<file path="src/rtl/tdm_ser_pkg.sv">
package tdm_ser_pkg;

   localparam int unsigned TDM_WORD_MAX = 64;

   // Bit 'pos' counted from the MSB of a (msb+1)-bit word; zero past the word.
   function automatic logic pick_bit(input logic [TDM_WORD_MAX-1:0] word,
                                     input logic [6:0] pos,
                                     input logic [6:0] msb);
      logic [6:0] idx;
      idx = msb - pos;
      if (pos > msb) return 1'b0;
      return word[idx[5:0]];
   endfunction

endpackage

</file>
<file path="src/rtl/tdm_edge_detect.sv">
module tdm_edge_detect (
   input  logic clk_i,
   input  logic rst_ni,
   input  logic clr_i,
   input  logic bclk_i,
   input  logic ws_i,
   output logic tick_o,
   output logic frame_edge_o
);

   logic bclk_q;
   logic ws_q;

   assign tick_o       = bclk_q & ~bclk_i;
   assign frame_edge_o = tick_o & ws_i & ~ws_q;

   always_ff @(posedge clk_i or negedge rst_ni) begin
      if (!rst_ni) begin
         bclk_q <= 1'b0;
         ws_q   <= 1'b1;
      end else begin
         bclk_q <= bclk_i;
         if (clr_i)       ws_q <= 1'b1;
         else if (tick_o) ws_q <= ws_i;
      end
   end

   AST_TICK_SPACED: assert property (@(posedge clk_i) disable iff (!rst_ni)
      tick_o |=> !tick_o);

endmodule

</file>
<file path="src/rtl/tdm_slot_timer.sv">
module tdm_slot_timer #(
   parameter int unsigned CW = 5
) (
   input  logic          clk_i,
   input  logic          rst_ni,
   input  logic          en_i,
   input  logic          tick_i,
   input  logic          frame_edge_i,
   input  logic [CW-1:0] bit_max_i,
   input  logic [CW-1:0] slot_max_i,
   input  logic [CW-1:0] skew_i,
   output logic          emit_o,
   output logic [CW-1:0] pos_o,
   output logic [CW-1:0] slot_o
);

   logic          run_q, pend_q, restart;
   logic [CW-1:0] wait_q, pos_q, slot_q;

   always_comb begin
      if (frame_edge_i) restart = (skew_i == '0);
      else              restart = tick_i && pend_q && (wait_q == '0);
      emit_o = en_i && tick_i && (restart || run_q);
      pos_o  = restart ? '0 : pos_q;
      slot_o = restart ? '0 : slot_q;
   end

   always_ff @(posedge clk_i or negedge rst_ni) begin
      if (!rst_ni) begin
         run_q  <= 1'b0;
         pend_q <= 1'b0;
         wait_q <= '0;
         pos_q  <= '0;
         slot_q <= '0;
      end else if (!en_i) begin
         run_q  <= 1'b0;
         pend_q <= 1'b0;
         wait_q <= '0;
         pos_q  <= '0;
         slot_q <= '0;
      end else if (tick_i) begin
         if (frame_edge_i) begin
            pend_q <= (skew_i != '0);
            wait_q <= skew_i - 1'b1;
         end else if (pend_q) begin
            if (wait_q == '0) pend_q <= 1'b0;
            else              wait_q <= wait_q - 1'b1;
         end
         if (emit_o) begin
            run_q <= 1'b1;
            if (pos_o >= bit_max_i) begin
               pos_q  <= '0;
               slot_q <= (slot_o >= slot_max_i) ? '0 : slot_o + 1'b1;
            end else begin
               pos_q  <= pos_o + 1'b1;
            end
         end
      end
   end

   AST_SLOT_WRAP: assert property (@(posedge clk_i) disable iff (!rst_ni)
      (emit_o && pos_o >= bit_max_i && slot_o >= slot_max_i)
      |=> (slot_q == '0 && pos_q == '0));

   AST_FRAME_RESTART: assert property (@(posedge clk_i) disable iff (!rst_ni)
      (en_i && frame_edge_i && skew_i == '0)
      |-> (emit_o && pos_o == '0 && slot_o == '0));

   AST_SKEW_PENDING: assert property (@(posedge clk_i) disable iff (!rst_ni)
      (en_i && frame_edge_i && skew_i != '0) |=> pend_q);

endmodule

</file>
<file path="src/rtl/tdm_lane_shift.sv">
module tdm_lane_shift
   import tdm_ser_pkg::*;
#(
   parameter int unsigned DW    = 32,
   parameter int unsigned CW    = 5,
   parameter int unsigned NSLOT = 32
) (
   input  logic             clk_i,
   input  logic             rst_ni,
   input  logic             clr_i,
   input  logic             en_i,
   input  logic             emit_i,
   input  logic [CW-1:0]    pos_i,
   input  logic [CW-1:0]    slot_i,
   input  logic [CW-1:0]    word_msb_i,
   input  logic [NSLOT-1:0] mask_i,
   input  logic [DW-1:0]    mute_i,
   input  logic [DW-1:0]    sample_i,
   output logic             take_o,
   output logic             bit_o
);

   logic          start, use_data, nxt_bit;
   logic [DW-1:0] word_q, word_now;

   always_comb begin
      start    = emit_i && (pos_i == '0);
      use_data = mask_i[slot_i];
      word_now = start ? (use_data ? sample_i : mute_i) : word_q;
      nxt_bit  = pick_bit(TDM_WORD_MAX'(word_now), 7'(pos_i), 7'(word_msb_i));
   end

   always_ff @(posedge clk_i or negedge rst_ni) begin
      if (!rst_ni) begin
         word_q <= '0;
         take_o <= 1'b0;
         bit_o  <= 1'b0;
      end else begin
         take_o <= start && use_data && !clr_i;
         if (clr_i)      word_q <= '0;
         else if (start) word_q <= word_now;
         if (!en_i)       bit_o <= 1'b0;
         else if (emit_i) bit_o <= nxt_bit;
      end
   end

   AST_TAKE_PULSE: assert property (@(posedge clk_i) disable iff (!rst_ni)
      take_o |=> !take_o);

   AST_MASKED_NO_TAKE: assert property (@(posedge clk_i) disable iff (!rst_ni)
      take_o |-> $past(use_data));

   AST_OFF_QUIET: assert property (@(posedge clk_i) disable iff (!rst_ni)
      !en_i |=> (!bit_o && !take_o));

endmodule

</file>
<file path="src/rtl/tdm_frame_serializer.sv">
module tdm_frame_serializer #(
   parameter int unsigned LANES       = 4,
   parameter int unsigned DW          = 32,
   parameter int unsigned CW          = 5,
   parameter int unsigned SWAP_FIELDS = 8,
   parameter int unsigned SWAP_FW     = 4,
   localparam int unsigned NSLOT      = 1 << CW,
   localparam int unsigned SWAP_W     = SWAP_FIELDS * SWAP_FW
) (
   input  logic                   clk_i,
   input  logic                   rst_ni,
   input  logic                   bclk_i,
   input  logic                   fsync_i,
   input  logic                   enable_i,
   input  logic                   clr_out_i,
   input  logic                   clr_in_i,
   input  logic                   ws_invert_i,
   input  logic [CW-1:0]          slot_bits_m1_i,
   input  logic [CW-1:0]          slot_cnt_m1_i,
   input  logic [CW-1:0]          skew_i,
   input  logic [CW-1:0]          word_msb_i,
   input  logic [LANES*NSLOT-1:0] lane_mask_i,
   input  logic [SWAP_W-1:0]      swap_map_i,
   input  logic [DW-1:0]          mute_word_i,
   input  logic [LANES*DW-1:0]    sample_i,
   output logic [LANES-1:0]       take_o,
   output logic [LANES-1:0]       sdo_o
);

   if (LANES < 1 || LANES > SWAP_FIELDS) begin : g_bad_lanes
      $error("LANES must be between 1 and SWAP_FIELDS");
   end
   if ((1 << SWAP_FW) < LANES) begin : g_bad_swap
      $error("SWAP_FW too narrow to name every lane");
   end
   if (DW < 1 || DW > 64) begin : g_bad_dw
      $error("DW must be between 1 and 64");
   end
   if (CW < 1 || CW > 6) begin : g_bad_cw
      $error("CW must be between 1 and 6");
   end

   logic             en_eff, ws_sense, tick, frame_edge, emit;
   logic [CW-1:0]    pos, slot;
   logic [LANES-1:0] lane_bit;

   assign en_eff   = enable_i & ~clr_out_i & ~clr_in_i;
   assign ws_sense = fsync_i ^ ws_invert_i;

   tdm_edge_detect u_edge (
      .clk_i        (clk_i),
      .rst_ni       (rst_ni),
      .clr_i        (clr_out_i),
      .bclk_i       (bclk_i),
      .ws_i         (ws_sense),
      .tick_o       (tick),
      .frame_edge_o (frame_edge)
   );

   tdm_slot_timer #(.CW(CW)) u_timer (
      .clk_i        (clk_i),
      .rst_ni       (rst_ni),
      .en_i         (en_eff),
      .tick_i       (tick),
      .frame_edge_i (frame_edge),
      .bit_max_i    (slot_bits_m1_i),
      .slot_max_i   (slot_cnt_m1_i),
      .skew_i       (skew_i),
      .emit_o       (emit),
      .pos_o        (pos),
      .slot_o       (slot)
   );

   for (genvar l = 0; l < LANES; l++) begin : g_lane
      tdm_lane_shift #(.DW(DW), .CW(CW), .NSLOT(NSLOT)) u_lane (
         .clk_i      (clk_i),
         .rst_ni     (rst_ni),
         .clr_i      (clr_in_i),
         .en_i       (en_eff),
         .emit_i     (emit),
         .pos_i      (pos),
         .slot_i     (slot),
         .word_msb_i (word_msb_i),
         .mask_i     (lane_mask_i[l*NSLOT +: NSLOT]),
         .mute_i     (mute_word_i),
         .sample_i   (sample_i[l*DW +: DW]),
         .take_o     (take_o[l]),
         .bit_o      (lane_bit[l])
      );
   end

   // Pin routing: each pin selects an internal lane by index; unknown index gives 0.
   always_comb begin
      for (int j = 0; j < LANES; j++) begin
         sdo_o[j] = 1'b0;
         for (int k = 0; k < LANES; k++) begin
            if (swap_map_i[j*SWAP_FW +: SWAP_FW] == SWAP_FW'(k)) sdo_o[j] = lane_bit[k];
         end
      end
   end

   AST_PINS_QUIET: assert property (@(posedge clk_i) disable iff (!rst_ni)
      !en_eff |=> (sdo_o == '0));

   AST_NO_TAKE_OFF: assert property (@(posedge clk_i) disable iff (!rst_ni)
      !en_eff |=> (take_o == '0));

endmodule

</file>
<file path="config.mk">
export PLATFORM = sky130hd
export DESIGN_NAME = tdm_frame_serializer
export DESIGN_NICKNAME = d
export VERILOG_FILES = /design/src/rtl/tdm_ser_pkg.sv /design/src/rtl/tdm_edge_detect.sv /design/src/rtl/tdm_slot_timer.sv /design/src/rtl/tdm_lane_shift.sv /design/src/rtl/tdm_frame_serializer.sv
export SDC_FILE = /design/constraint.sdc
export NUM_CORES = 1
export LEC_CHECK = 0
export ABC_CLOCK_PERIOD_IN_PS = 5180
export CORE_MARGIN = 1
export CORE_UTILIZATION = 51
export CTS_BUF_LIST = sky130_fd_sc_hd__clkbuf_8
export CTS_CLUSTER_DIAMETER = 200
export DETAILED_ROUTE_END_ITERATION = 12
export GPL_ROUTABILITY_DRIVEN = 0
export GPL_TIMING_DRIVEN = 1
export PLACE_DENSITY = 0.9
export SYNTH_ARGS = -nofsm -noshare
export SYNTH_HDL_FRONTEND = slang
export SYNTH_HIERARCHICAL = 1
export SYNTH_SLANG_ARGS = --single-unit
</file>
<file path="constraint.sdc">
create_clock -name clk_i -period 5.18 [get_ports clk_i]
set_input_delay 0.518 -clock clk_i [delete_from_list [all_inputs] [get_ports clk_i]]
set_output_delay 0.518 -clock clk_i [all_outputs]
set_load 0.02 [all_outputs]
</file>
# ---- Yosys cells after proc, flatten, opt, wreduce, memory -nomap -nowiden
# Cells that the tools add are included.
# W data, S select, Z words.
dict set report word_totals {
  regBits 155
  out_inout_bits 8
}
dict set report classes {
  add_sub_neg 5
  n_lt_le_gt_ge 5
  eq_ne 17
  n_mux 89
  bitwise_logic 10
  n_reduce_logical 28
}
# op count
set op_table {}
lappend op_table {{$mux W32} 16}
lappend op_table {{$mux W5} 16}
lappend op_table {{$mux W1} 49}
lappend op_table {{$eq A4 B2 Y1 const B} 8}
lappend op_table {{$bmux W1 S6} 4}
lappend op_table {{$bmux W1 S5} 4}
lappend op_table {{$eq A4 B1 Y1 const B} 4}
lappend op_table {{$logic_not A4 Y1} 4}
lappend op_table {{$logic_not A5 Y1} 3}
lappend op_table {{$logic_and A1 B1 Y1} 13}
lappend op_table {{$add A5 B1 Y5 const B} 2}
lappend op_table {{$ge A5 B5 Y1} 2}
lappend op_table {{$sub A5 B1 Y5 const B} 2}
lappend op_table {{$lt A6 B7 Y1 const B} 1}
lappend op_table {{$lt A5 B6 Y1 const B} 1}
lappend op_table {{$ne A3 B3 Y1 const B} 2}
lappend op_table {{$reduce_and A3 Y1} 2}
lappend op_table {{$sub A5 B5 Y6} 1}
lappend op_table {{$and A1 B1 Y1} 5}
lappend op_table {{$gt A5 B5 Y1} 1}
lappend op_table {{$reduce_bool A5 Y1} 1}
lappend op_table {{$ne A2 B2 Y1 const B} 2}
lappend op_table {{$not A1 Y1} 4}
lappend op_table {{$reduce_bool A2 Y1} 2}
lappend op_table {{5 further kinds} 5}

# ---- Logic depth before layout (Yosys ltp)
dict set report depth {
  ltp_word 15
  ltp_mapped 20
  ltp_nobuf 18
}

# ---- Modules after synthesis
# The synthesis kept the hierarchy.
# module instances cells_per_inst area_per_inst_um2
set by_module_without_submodules {}
lappend by_module_without_submodules {{tdm_lane_shift at g_lane[1].u_lane ...} 3 313 2773.9}
lappend by_module_without_submodules {{tdm_lane_shift at g_lane[0].u_lane} 1 338 2827.7}
lappend by_module_without_submodules {tdm_slot_timer 1 172 1392.6}
lappend by_module_without_submodules {tdm_frame_serializer 1 10 136.4}
lappend by_module_without_submodules {tdm_edge_detect 1 7 91.3}

# ---- Worst setup path before layout
# No wires, ideal clock.
dict set report synth_path {
  kind {input port to flip-flop}
  startpoint {in bclk_i}
  endpoint {reg g_lane[1].u_lane.bit_o}
  setup_ns 0.092
  arrival_time_ns 4.455
  t_required_ns 5.088
  path_slack_ns 0.633
  cell_stages 18
  path_buffers 5
  path_cell_list {nor2b_4 > and3b_1 > buf_2 > nor4b_1 > nand2_1 > buf_2 > nand2_1 > nor2_1 > nor3_1 > and4_1 > clkbuf_1 > buf_1 > buf_1 > nor2_1 > a211oi_1 > nor3_1 > a21o_1 > o31ai_2}
}
# element line_no
set synth_lines {}
lappend synth_lines {{from (decl)} tdm_frame_serializer.sv:12} ;# input logic bclk_i,
lappend synth_lines {{$not A1 Y1 (*)} tdm_edge_detect.sv:14} ;# assign tick_o = bclk_q & ~bclk_i;
lappend synth_lines {{$and A1 B1 Y1 (*)} tdm_edge_detect.sv:14}
lappend synth_lines {{$and A1 B1 Y1 (*) (2 in series)} tdm_edge_detect.sv:15} ;# assign frame_edge_o = tick_o & ws_i & ~ws_q;
lappend synth_lines {{net frame_edge} tdm_frame_serializer.sv:43} ;# logic en_eff, ws_sense, tick, frame_edge, emit;
lappend synth_lines {{$mux W1 (*)} tdm_slot_timer.sv:21} ;# if (frame_edge_i) restart = (skew_i == '0);
lappend synth_lines {{$logic_or A1 B1 Y1 (*)} tdm_slot_timer.sv:23} ;# emit_o = en_i && tick_i && (restart || run_q);
lappend synth_lines {{$logic_and A1 B1 Y1 (*)} tdm_slot_timer.sv:23}
lappend synth_lines {{net emit} tdm_frame_serializer.sv:43}
lappend synth_lines {{$logic_and A1 B1 Y1} tdm_lane_shift.sv:27} ;# start = emit_i && (pos_i == '0);
lappend synth_lines {{$mux W32} tdm_lane_shift.sv:29} ;# word_now = start ? (use_data ? sample_i : mute_i) : word_q;
lappend synth_lines {{$bmux W1 S6} tdm_ser_pkg.sv:12} ;# return word[idx[5:0]];
lappend synth_lines {{$mux W1 (not written as such)} tdm_ser_pkg.sv:12}
lappend synth_lines {{$mux W1} tdm_ser_pkg.sv:12}
lappend synth_lines {{$mux W1} tdm_lane_shift.sv:43} ;# else if (emit_i) bit_o <= nxt_bit;
lappend synth_lines {{$mux W1} tdm_lane_shift.sv:42} ;# if (!en_i) bit_o <= 1'b0;
lappend synth_lines {{to (signal assigned)} tdm_lane_shift.sv:43}
lappend synth_lines {{to (decl)} tdm_lane_shift.sv:20} ;# output logic bit_o
# Mark *: on every way through the listed nets, which the timed path passes. The rest lies on a longest branch. The select of a mux whose other input is x is not followed.
# A chain may end at the register's enable or synchronous reset.

# ---- Worst setup path after layout
dict set report layout_path {
  startpoint {in fsync_i}
  endpoint {reg g_lane[3].u_lane.bit_o}
}
dict set report layout_via {
  elab_chain_cells 14
}
# element line_no
set layout_rtl {}
lappend layout_rtl {{from (decl)} tdm_frame_serializer.sv:13} ;# input logic fsync_i,
lappend layout_rtl {{$xor A1 B1 Y1} tdm_frame_serializer.sv:48} ;# assign ws_sense = fsync_i ^ ws_invert_i;
lappend layout_rtl {{net ws_sense} tdm_frame_serializer.sv:43}
lappend layout_rtl {{$and A1 B1 Y1 (2 in series)} tdm_edge_detect.sv:15}
lappend layout_rtl {{net frame_edge} tdm_frame_serializer.sv:43}
lappend layout_rtl {{$mux W1} tdm_slot_timer.sv:21}
lappend layout_rtl {{$mux W5} tdm_slot_timer.sv:25} ;# slot_o = restart ? '0 : slot_q;
lappend layout_rtl {{net slot[4]} tdm_frame_serializer.sv:44} ;# logic [CW-1:0] pos, slot;
lappend layout_rtl {{$bmux W1 S5} tdm_lane_shift.sv:28} ;# use_data = mask_i[slot_i];
lappend layout_rtl {{$mux W1 (not written as such)} tdm_lane_shift.sv:28}
lappend layout_rtl {{$mux W32 (2 in series)} tdm_lane_shift.sv:29}
lappend layout_rtl {{$bmux W1 S6} tdm_ser_pkg.sv:12}
lappend layout_rtl {{$mux W1 (not written as such)} tdm_ser_pkg.sv:12}
lappend layout_rtl {{$mux W1} tdm_ser_pkg.sv:12}
lappend layout_rtl {{$mux W1} tdm_lane_shift.sv:43}
lappend layout_rtl {{$mux W1} tdm_lane_shift.sv:42}
lappend layout_rtl {{to (signal assigned)} tdm_lane_shift.sv:43}
lappend layout_rtl {{to (decl)} tdm_lane_shift.sv:20}
# The timed path passes the listed nets, and every way through them passes these cells. The select of a mux whose other input is x is not followed.

==> results by group <==
Detailed routing
  • DR iter-0 viols: 2,120
  • Routed via count: 14.02k
  • Total wire length: 49,950 um
  • Vias per cell: 6.596
  • Number of detailed-route iterations in the first pass: 7
  • Antenna-violating nets left: 0
  • Routed WL per cell: 23.51 um
  • Drc violations: 0

Yosys
  • Synth top area cells: dfrtp_1 30%, mux2i_1 10%, a211oi_1 6.3%
  • Share of the synthesized area in the top cell type: 0.3018
  • Top_reg_cell synth: dfrtp_1
  • Asr flop ratio synth: 1.000
  • Synth unique cells: 77
  • Most area-hungry cell type in the Yosys netlist: dfrtp_1
  • Seq/Total Area, Yosys: 0.3038
  • Most frequent cell after synthesis: nor2_1
  • Mapped Avg Cell Area: 8.711 sq um
  • Ys Warns: 6
  • Top cells by count, synth: 201 x nor2_1, 154 x dfrtp_1, 131 x mux2i_1
  • Syn nets: 1,849
  • Seq cells post-synth: 155
  • Post-Synthesis Cells: 1,466
  • Number of flops mapped to enable cells by yosys: 0
  • Synthesized cell area: 0.01277 sq mm

Clocking
  • TritonCTS clock tree: yes
  • CTS buffer count: 17
  • Clock-pin slew on the worst setup and hold paths: 0.09 ns
  • CTS sink cnt: 155
  • Clock root buffer: clkbuf_8
  • Clk_lat worst skew: 0.48 ns
  • Max Root-Sink Buffers: 2
  • Post-CTS sizing: 0
  • CTS H-Tree Depth: 4

Cells and area
  • Fill cell count: 1,894
  • Finished Cell Area: 0.01701 sq mm
  • P&R area growth vs syn: 33.20%
  • Final nets: 2,167
  • Share of layout cells above drive strength 1: 0.08959

Hold path
  • HP Class: primary input to async pin

Timing
  • Final Max Tran Viols: 0
  • Slew @ Worst Pin: 0.9101 ns
  • Clk_skew: 0.01576 ns
  • Final setup vio count: 0
  • Achievable Freq: 204.2 MHz
  • RSZ-0062 raised after global routing: false
  • TNS Setup: 0 ns
  • Final worst-path cycle share: 0.9456
  • Hold Vio Cnt, Final: 0
  • Final worst path period need: 4.898 ns
  • Worst slew margin: 0.3933

Power
  • Worst vdd ir: 0.1406 mV
  • Static Leakage: 6.555 nW
  • Power Density: 182.0 mW/mm^2

Global routing
  • GRT Total Usage: 0.3827
  • Global-route wire length before repair: 74,790 um
  • Grt ovf: 0
  • Largest net degree at the start of global routing: 69
  • Vias in the first global route: 13.40k
  • Initial antenna violation count: 2

Worst setup path
  • Reg2Reg Launch Point: u_edge/ws_q
  • Crit path DAT: 5.29 ns
  • Worst path depth: 18
  • Setup crit end: g_lane[3].u_lane/bit_o
  • CP bufs+invs: 3
  • Worst r2r dst: g_lane[2].u_lane/bit_o
  • FF-to-FF setup slack: 0.45 ns
  • WP data required: 5.57 ns
  • CP endpoint kind: flop
  • Critical path type: primary input to flop
  • Crit-path max FO: 22
  • Delay-heaviest family, CP: simple AND/OR/NAND/NOR gates
  • Startpoint types: primary input
  • Worst path cell trace: clkdlybuf4s50_1, xor2_1, and3b_1, nor4b_1, nand2_1, buf_4, nand2_1, nor2_1, nand2b_1, a21oi_1, nand3_1, nand4_4, buf_4, mux2i_1, a2111oi_0, or4_1, o2111ai_1, o31ai_2
  • Worst path max stage delay: 0.68 ns
  • Slowest stage cell, crit path: a2111oi_0
  • Worst r2r path cells: 17
  • CP startpoint: fsync_i

Floorplan
  • DIE WIDTH: 160.2 um
  • Die ar.: 0.02568 sq mm
  • Site Rows: 57
  • Die H: 160.2 um
  • Initial Util: 0.5220
  • Core ar.: 0.02446 sq mm
  • I/O pin total: 356

Placement
  • Placed cell area: 0.01656 sq mm
  • Number of I/O port buffers: 339
  • HPWL Detailed: 37,130 um

Run
  • Max Cap Violations: 0

Outcome
  • Status: completed
-- kinds of logic (layout without fill, tap and decap cells) --
group	Yosys count	in the layout	share of synthesized area
mux	150	150	0.1265
flops	155	155	0.3038
fa+ha+maj	35	35	0.03665
simple gates	526	526	0.2100
compound gates	409	409	0.2490
xor+xnor	19	19	0.01303
other cells	0	4	0
buf+inv	172	503	0.06104
-- flip-flops by register name, summed over array words and instances, names as in the netlist, 4 cells and up --
signal	flops
g_lane.u_lane/take_o	4
u_timer/wait_q	5
u_timer/slot_q	5
u_timer/pos_q	5
g_lane.u_lane/bit_o	4
g_lane.u_lane/word_q	128
-- through the flow --
stage               total power, mW  hold WS (ns)    util  worst slack [ns]  std cells
detailed placement            2.071        0.3869  0.6771          -0.02047       2088
finish                        3.096        0.4729  0.6953            0.2819       2125
floorplan                     1.610        0.2224       -            0.6331       1466
CTS                           3.068        0.4635  0.6949            0.4044       2121
global placement              2.058        0.3884  0.6771            0.1017       2088
global route                  3.187        0.4825  0.6950           0.07977       2122
-- per-layer routing --
layer	track usage	wire length, um
met5	0	0
met1	0.4814	18160
met4	0.2221	3163
met2	0.5988	22150
met3	0.09273	6484
-- timing repair --
| item | 4_1_cts | 5_1_grt |
|---|---|---|
| hold endpoints to repair | 21 | 0 |
| setup buffers | 0 | 0 |
| hold buffers | 1 | 0 |
-- worst min-delay path by stage --
stage,startpoint,end,slack (ns)
after floorplan,rst_ni,g_lane[0].u_lane/bit_o,0.22
after global placement,rst_ni,u_edge/bclk_q,0.39
after detailed placement,rst_ni,u_edge/bclk_q,0.39
after CTS,rst_ni,u_edge/bclk_q,0.46
after global routing,rst_ni,u_edge/bclk_q,0.48
final,rst_ni,u_edge/bclk_q,0.47
-- layout by cell type, fill, tap and decap left out, types with 11 or more instances in the layout --
cell type        count
a21oi_1             38
mux2i_1            131
or3_1               11
inv_1               71
a211oi_1           107
o21ai_0             36
nand2_1            105
a21o_1              11
a31oi_1             13
nor2b_1             23
a311oi_1            23
clkdlybuf4s50_1    337
and2_1              22
a22oi_1             21
o41a_1              15
o211ai_1            25
ha_1                31
and3_1              27
nand3_1             21
nand2b_1            19
nor2_1             201
xnor2_1             11
nor3_1              37
o41ai_1             14
a2111oi_0           19
mux2_2              11
clkbuf_8            19
buf_4               58
dfrtp_1            154
-- power breakdown --
part / internal, mW / switching (mW)
registers: 1.21 / 0.00152
clock network: 0.506 / 0.511
logic: 0.407 / 0.459
-- cell type report --
| class | count | area [sq um] | share of cell area |
|---|---|---|---|
| multi-input combinational | 1139 | 8130 | 0.4780 |
| timing repair buffer | 400 | 3890 | 0.2287 |
| sequential | 155 | 3880 | 0.2281 |
| tap | 324 | 405.4 | 0.02383 |
| inverter | 71 | 266.5 | 0.01567 |
| clock buffer | 19 | 261.5 | 0.01537 |
| clock inverter | 13 | 165.2 | 0.009710 |
| antenna | 4 | 10.01 | 0.0005885 |
Note: power is estimated with default switching activity, not from simulation.
